[config.mk]
export PLATFORM = sky130hd
export DESIGN_NAME = vid_deglitch_ctrl
export DESIGN_NICKNAME = d
export VERILOG_FILES = /design/src/rtl/vid_pkg.sv /design/src/rtl/vid_sync.sv /design/src/rtl/vid_keepout.sv /design/src/rtl/vid_mask_timer.sv /design/src/rtl/vid_deglitch_ctrl.sv
export SDC_FILE = /design/constraint.sdc
export NUM_CORES = 1
export LEC_CHECK = 0
export ABC_CLOCK_PERIOD_IN_PS = 4000
export BUFFER_PORTS_ARGS = -buffer_cell sky130_fd_sc_hd__buf_2
export CAP_MARGIN = 20
export CORE_MARGIN = 2
export CORE_UTILIZATION = 55
export DETAILED_ROUTE_END_ITERATION = 7
export HOLD_SLACK_MARGIN = 0.08
export PLACE_DENSITY = 0.75
export SKIP_CTS_REPAIR_TIMING = 1
export SYNTH_ARGS = -nofsm -noshare
export SYNTH_HDL_FRONTEND = slang
export SYNTH_SLANG_ARGS = --single-unit
[constraint.sdc]
create_clock -name clk -period 4 [get_ports clk]
set_input_delay 0.2 -clock clk [delete_from_list [all_inputs] [get_ports clk]]
set_output_delay 0.2 -clock clk [all_outputs]
set_load 0.02 [all_outputs]
[src/rtl/vid_pkg.sv]
package vid_pkg;

  typedef enum logic [0:0] {
    KO_IDLE = 1'b0,
    KO_WAIT = 1'b1
  } ko_state_e;

  // True when a settle counter at 'cur' completes its span on this edge.
  function automatic logic limit_hit(int unsigned cur, int unsigned span);
    return (cur + 1) >= span;
  endfunction

  // Next value of a retriggerable down-counter of length 'len'.
  function automatic int unsigned timer_next(logic load, int unsigned cur,
                                             int unsigned len);
    if (load) return len;
    if (cur != 0) return cur - 1;
    return 0;
  endfunction

endpackage

[src/rtl/vid_sync.sv]
module vid_sync #(
  parameter int unsigned W      = 7,
  parameter int unsigned STAGES = 2
) (
  input  logic         clk,
  input  logic         rst_n,
  input  logic [W-1:0] d,
  output logic [W-1:0] q
);

  if (STAGES == 0) begin : g_bypass
    assign q = d;
  end else begin : g_chain
    logic [W-1:0] stg [STAGES];
    always_ff @(posedge clk or negedge rst_n) begin
      if (!rst_n) begin
        for (int i = 0; i < int'(STAGES); i++) stg[i] <= '0;
      end else begin
        stg[0] <= d;
        for (int i = 1; i < int'(STAGES); i++) stg[i] <= stg[i-1];
      end
    end
    assign q = stg[STAGES-1];
  end

endmodule

[src/rtl/vid_keepout.sv]
module vid_keepout
  import vid_pkg::*;
#(
  parameter int unsigned W           = 7,
  parameter int unsigned KEEPOUT_CYC = 40
) (
  input  logic         clk,
  input  logic         rst_n,
  input  logic         en,
  input  logic [W-1:0] vid_s,
  output logic [W-1:0] vid_acc,
  output logic         chg_evt,
  output logic         accept_evt,
  output logic         busy
);

  localparam int unsigned CW = $clog2(KEEPOUT_CYC + 1);

  logic [W-1:0]  prev_q;
  logic [W-1:0]  acc_q;
  logic [CW-1:0] cnt_q;
  ko_state_e     st_q;

  // Any difference from last cycle's sample is a fresh change.
  assign chg_evt    = en && (vid_s != prev_q);
  assign accept_evt = en && !chg_evt && (st_q == KO_WAIT) &&
                      limit_hit(32'(cnt_q), KEEPOUT_CYC);

  always_ff @(posedge clk or negedge rst_n) begin
    if (!rst_n) begin
      prev_q <= '0;
      acc_q  <= '0;
      cnt_q  <= '0;
      st_q   <= KO_IDLE;
    end else if (!en) begin
      prev_q <= vid_s;
      acc_q  <= vid_s;
      cnt_q  <= '0;
      st_q   <= KO_IDLE;
    end else begin
      prev_q <= vid_s;
      if (chg_evt) begin
        st_q  <= KO_WAIT;
        cnt_q <= '0;
      end else if (accept_evt) begin
        st_q  <= KO_IDLE;
        cnt_q <= '0;
        acc_q <= vid_s;
      end else if (st_q == KO_WAIT) begin
        cnt_q <= cnt_q + 1'b1;
      end
    end
  end

  assign vid_acc = acc_q;
  assign busy    = (st_q == KO_WAIT);

endmodule

[src/rtl/vid_mask_timer.sv]
module vid_mask_timer
  import vid_pkg::*;
#(
  parameter int unsigned MASK_CYC = 1000
) (
  input  logic clk,
  input  logic rst_n,
  input  logic en,
  input  logic retrig,
  output logic running
);

  localparam int unsigned MW = $clog2(MASK_CYC + 1);

  logic [MW-1:0] cnt_q;

  always_ff @(posedge clk or negedge rst_n) begin
    if (!rst_n)   cnt_q <= '0;
    else if (!en) cnt_q <= '0;
    else          cnt_q <= MW'(timer_next(retrig, 32'(cnt_q), MASK_CYC));
  end

  assign running = (cnt_q != '0);

endmodule

[src/rtl/vid_deglitch_ctrl.sv]
module vid_deglitch_ctrl #(
  parameter int unsigned VID_W       = 7,
  parameter int unsigned SYNC_STAGES = 2,
  parameter int unsigned KEEPOUT_CYC = 40,
  parameter int unsigned MASK_CYC    = 1000
) (
  input  logic             clk,
  input  logic             rst_n,
  input  logic             en,
  input  logic [VID_W-1:0] vid_raw,
  output logic [VID_W-1:0] vid_acc,
  output logic             vid_xient,
  output logic             pg_mask,
  output logic             force_pwm
);

  // Named internal events, visible to the bound checker.
  logic [VID_W-1:0] vid_s;
  logic             chg_evt;
  logic             accept_evt;
  logic             ko_busy;
  logic             mask_run;

  vid_sync #(.W(VID_W), .STAGES(SYNC_STAGES)) u_sync (
    .clk(clk), .rst_n(rst_n), .d(vid_raw), .q(vid_s)
  );

  vid_keepout #(.W(VID_W), .KEEPOUT_CYC(KEEPOUT_CYC)) u_ko (
    .clk(clk), .rst_n(rst_n), .en(en), .vid_s(vid_s),
    .vid_acc(vid_acc), .chg_evt(chg_evt), .accept_evt(accept_evt),
    .busy(ko_busy)
  );

  // Restarted by every change and again when the settled code is taken.
  vid_mask_timer #(.MASK_CYC(MASK_CYC)) u_mask (
    .clk(clk), .rst_n(rst_n), .en(en),
    .retrig(chg_evt | accept_evt), .running(mask_run)
  );

  assign vid_xient = ko_busy | mask_run;
  assign pg_mask   = vid_xient;
  assign force_pwm = vid_xient;

endmodule

# == Yosys cells after proc, flatten, opt, wreduce, memory -nomap -nowiden ==
# Cells that the tools add are included.
# totals
register_bits,45
input_bits,10
out_inout_bits,10
# op_classes
n_addsub,3
magnitude_cmp,1
eq_ne,5
n_mux,20
bitwise_logic,2
reduce_logical,7
# ops
cell,count
2-to-1 mux 10 bit,5
">= comparator 32 x 6 -> 1 bit, second input constant",1
2-to-1 mux 6 bit,4
2-to-1 mux 7 bit,3
nonzero test 10 bit,1
"subtractor 10 x 1 -> 10 bit, second input constant",1
2-to-1 mux 1 bit,8
"adder 6 x 1 -> 7 bit, second input constant",1
!= test 7 bit,1
"adder 6 x 1 -> 6 bit, second input constant",1
logical AND 1 bit,4
"!= test 4 x 1 -> 1 bit, second input constant",1
"!= test 3 x 1 -> 1 bit, second input constant",1
"!= test 2 x 1 -> 1 bit, second input constant",1
"!= test 2 bit, second input constant",1
OR 1 bit,2
AND reduction 2 bit,1
zero test 1 bit,1

# == Logic depth before layout (Yosys ltp) ==
# logic_depth
depth_word,14
depth_mapped,6
depth_no_buf,5

# == Hierarchy ==
# From an unflattened synthesis, not the netlist that was laid out.
# hier_totals
hier_cells,150
hier_area_um2,1926.8
# by_module_without_submodules
mod,instances,cells_per_inst,area_per_inst_um2,seq_area_each_um2
vid_keepout,1,78,987.2,525.5
vid_mask_timer,1,47,509.2,250.2
vid_sync,1,21,402.9,350.3
vid_deglitch_ctrl,1,4,27.5,0.0

# == Least setup slack after synthesis ==
# No wires, ideal clock.
# synth_timing
path_type,register to register
from,register u_ko.cnt_q[0]
to,"register u_ko.acc_q[0], in the netlist u_ko.vid_acc[0]"
setup_time_ns,0.143
arrival_ns,1.933
required_time_ns,3.857
slack_ns,1.924
path_stages_with_launch,6
synth_period_minus_slack_ns,2.076
path_cell_list,dfrtp_1 > ha_1 > nand2b_1 > or4_4 > a2111oi_4 > o211ai_1
# synth_between
elab_chain_cells,5
# synth_lines
element,line_no,rtl
"start, declared",vid_keepout.sv:21,logic [CW-1:0] cnt_q;
"start signal, assigned",vid_keepout.sv:50,cnt_q <= cnt_q + 1'b1;
adder 6 x 1 -> 7 bit,vid_pkg.sv:10,return (cur + 1) >= span;
>= comparator 32 x 6 -> 1 bit,vid_pkg.sv:10,
logical AND 1 bit,vid_keepout.sv:26,assign accept_evt = en && !chg_evt && (st_q == KO_WAIT) &&
!= test 2 x 1 -> 1 bit (no source line),n/a,
AND reduction 2 bit (no source line),n/a,
"end signal, assigned",vid_keepout.sv:37,acc_q <= vid_s;
"end signal, assigned",vid_keepout.sv:48,acc_q <= vid_s;
"end, declared",vid_keepout.sv:20,logic [W-1:0] acc_q;
# No other way between the ends.
# A chain may end at the register's enable or synchronous reset.

# == Worst setup path after layout ==
# layout_timing
from,register u_mask.cnt_q[4]
to,output port force_pwm
# layout_between
elab_chain_cells,2
# layout_lines
element,line_no,rtl
"start, declared",vid_mask_timer.sv:15,logic [MW-1:0] cnt_q;
"start signal, assigned",vid_mask_timer.sv:20,"else cnt_q <= MW'(timer_next(retrig, 32'(cnt_q), MASK_CYC));"
nonzero test 10 bit,vid_mask_timer.sv:23,assign running = (cnt_q != '0);
OR 1 bit,vid_deglitch_ctrl.sv:40,assign vid_xient = ko_busy | mask_run;
"end, declared",vid_deglitch_ctrl.sv:14,output logic force_pwm
# No other way between the ends.

==> summary.md <==
| Metric | Value |
|---|---|
| Status | complete, no violations |
| Worst VDD drop | 0.2799 mV |
| Mean Syn Cell Area | 10.99 sq um |
| Mapped cell area | 2153 sq um |
| Port bufs | 19 |
| Vias in the first global route | 1,627 |
| Antenna Nets Post-Route | 0 |
| YS warnings | 0 |
| Syn Nets | 208 |
| CTS root buf | clkbuf_8 |
| Largest net degree at the start of global routing | 46 |
| Drt drc | 0 |
| Final setup vio count | 0 |
| N_diodes | 0 |
| CTS tree | built |
| Synth Instances | 196 |
| Routed WL | 4335 microns |
| Count of final max-slew check failures | 0 |
| Synth Flop Type | dfrtp_1 |
| Area growth, synth to finish | 12.61% |
| Register bit total from synthesis | 45 |
| WP data arrival | 2210 ps |
| Clock latency at the later pin of the worst-skew pair | 300 ps |
| Final worst path period need | 2407 ps |
| Setup Crit Path Kind | reg -> out |
| Overflow after GRT | 0 |
| Cell taking the most area after synthesis | dfrtp_1 |
| Initial DRC Count | 116 |
| Clock buffer depth | 2 |
| Wire per inst | 16.06 microns |
| Leakage Power | 0.9660 nW |
| Initial Utilization | 57.95% |
| Final Cycle Share | 60.17% |
| Max Fclk | 415.5 MHz |
| Number of library cell types mapped by synthesis | 47 |
| Post-layout nets | 233 |
| Rows | 22 |
| Core Area | 3716 sq um |
| Reg clk slew, reported paths | 80 ps |
| Yosys top cell area share | 52.30% |
| Worst r2r path cells | 5 |
| Clock Skew | 11.60 ps |
| Io pins | 20 |
| Max-Slew Margin vs Limit | 34.89% |
| DR pass1 iterations | 4 |
| Vias per std cell | 6.085 |
| Pwr Total | 0.0008428 W |
| Worst slew pin tran | 976.7 ps |
| Placer Congestion | 0.8559 |
| Sequential area share after synthesis | 52.30% |
| CP Data Required Time | 3800 ps |
| H-tree Lvls | 2 |
| First-pass GRT wire length | 7293 microns |
| Via Count | 1,643 |
| Initial antenna violation count | 0 |
| Num CTS Buffers | 5 |
| Die H | 66.57 microns |
| Top post-synthesis cells by area | dfrtp_1 (52%), xnor2_1 (3.7%), nand2_1 (3.1%) |
| CP Capture Type | output port |
| Total track usage | 22.26% |
| Async SR Flop Fraction | 100.0% |
| Clk sinks | 45 |
| PwrDens | 347.6 nW/um^2 |
| Min-delay worst type | in -> async |
| Fillers | 308 |
| DIE WIDTH | 66.57 microns |
| Setup TNS | 0 ps |
| CP Launch Type | flop |
| Final hold viol count | 0 |
| Unrepaired setup endpoints after global routing | no |
| Post-synth EDFFs | 0 |
| Max Cap Violations | 0 |
| Die area | 4432 sq um |
| Layout cells sized above 1 | 18.02% |
| CP Max Fanout | 6 |
| Final HPWL DP | 2985 microns |
| Min Hold Slack | 60.92 ps |
==> cells in the mapped netlist (2+ instances only) <==
cell type / number
mux2_2: 4
nand2_1: 18
clkbuf_1: 7
dfrtp_1: 45
nand4_1: 4
inv_1: 4
nor2_1: 10
o31a_1: 6
xnor2_1: 9
nor3_1: 4
a31oi_1: 2
ha_1: 2
and4_1: 6
o2111ai_1: 6
nor4_1: 7
xor2_1: 3
nand3_1: 6
buf_4: 2
a21oi_1: 4
nand4b_1: 2
o21ai_0: 2
a21boi_0: 2
nand2b_1: 9
nor2b_1: 2
o211ai_1: 8
==> report_power, final <==
part | switching, W | internal [W]
clock | 0.000144 | 0.000121
sequential | 0.0000181 | 0.000476
combinational | 0.0000488 | 0.0000353
total | 0.000211 | 0.000632
==> sequential cells by signal, indices dropped and copies added (netlist names) <==
register	cells
u_mask.cnt_q	10
u_ko.vid_acc	7
u_sync.q	7
u_sync.g_chain.stg	7
u_ko.cnt_q	6
u_ko.prev_q	7
u_ko.busy	1
==> metrics by stage <==
stage	instances	area (sq um)	util, %	setup WS, ps
after floorplan	196	2153	-	1924
after global placement	254	2267	61.01	1761
after detailed placement	254	2267	61.01	1617
after CTS	262	2350	63.23	1614
after global routing	270	2425	65.25	1363
final	270	2425	65.25	1593
==> final cells by class <==
type                       instances  area (sq um)  area share, %
clock buffer                       6         72.57          2.993
clock inverter                     2         10.01         0.4128
inverter                           5         18.77         0.7740
multi-input combinational        137         967.2          39.89
sequential                        45          1126          46.44
tap                               48         60.06          2.477
timing repair buffer              27         170.2          7.018
==> worst max-delay path, cell delays in order (launching register included) <==
cell and delay [ps]:
dfrtp_1 430, nor4_1 740, nand4_1 320, nand2b_1 250
buf_2 170
==> path summary, 6_finish.rpt <==
check / slack (ps) / to / start
min reg2reg: 340 / u_sync.q[1] / u_sync.g_chain.stg[8]
max in group asynchronous: 3330 / u_ko.prev_q[3] / rst_n
max: 1590 / force_pwm / u_mask.cnt_q[4]
max reg2reg: 1640 / u_ko.vid_acc[6] / u_ko.cnt_q[0]
min in group clk: 320 / u_ko.busy / en
min: 60 / u_mask.cnt_q[0] / rst_n
==> cell families after synthesis <==
kind of cell             Yosys count  share of synthesized area (%)
buffers and inverters             14                          2.789
AND/OR/NAND/NOR                   74                          19.23
adder cells (fa/ha/maj)            2                          1.162
multiplexers                       5                          2.557
flip-flops                        45                          52.30
XOR/XNOR                          12                          4.881
AO/OA/AOI/OAI                     44                          17.08
==> metal layers <==
metal	up-vias	global-route usage, %	share of wire (%)
met2	49	38.13	51
met5	-	0	0
met4	0	10.71	1.2
met1	809	26.55	44
met3	4	4.730	3.9
li1	781	-	-
==> cells in the final DEF (no fill, tap or decap), drive strengths merged, types with 5 or more instances in the layout <==
master       netlist  layout
a21oi              5       5
and4               6       6
buf                2      19
clkbuf             7       7
dfrtp             45      45
dlygate4sd3        0       7
nand2             18      18
nand2b             9       9
nand3              7       7
nor2              10      10
nor4               7       7
o2111ai            6       6
o211ai             8       8
o31a               6       6
xnor2              9       9
(Power assumes the default switching activity.)
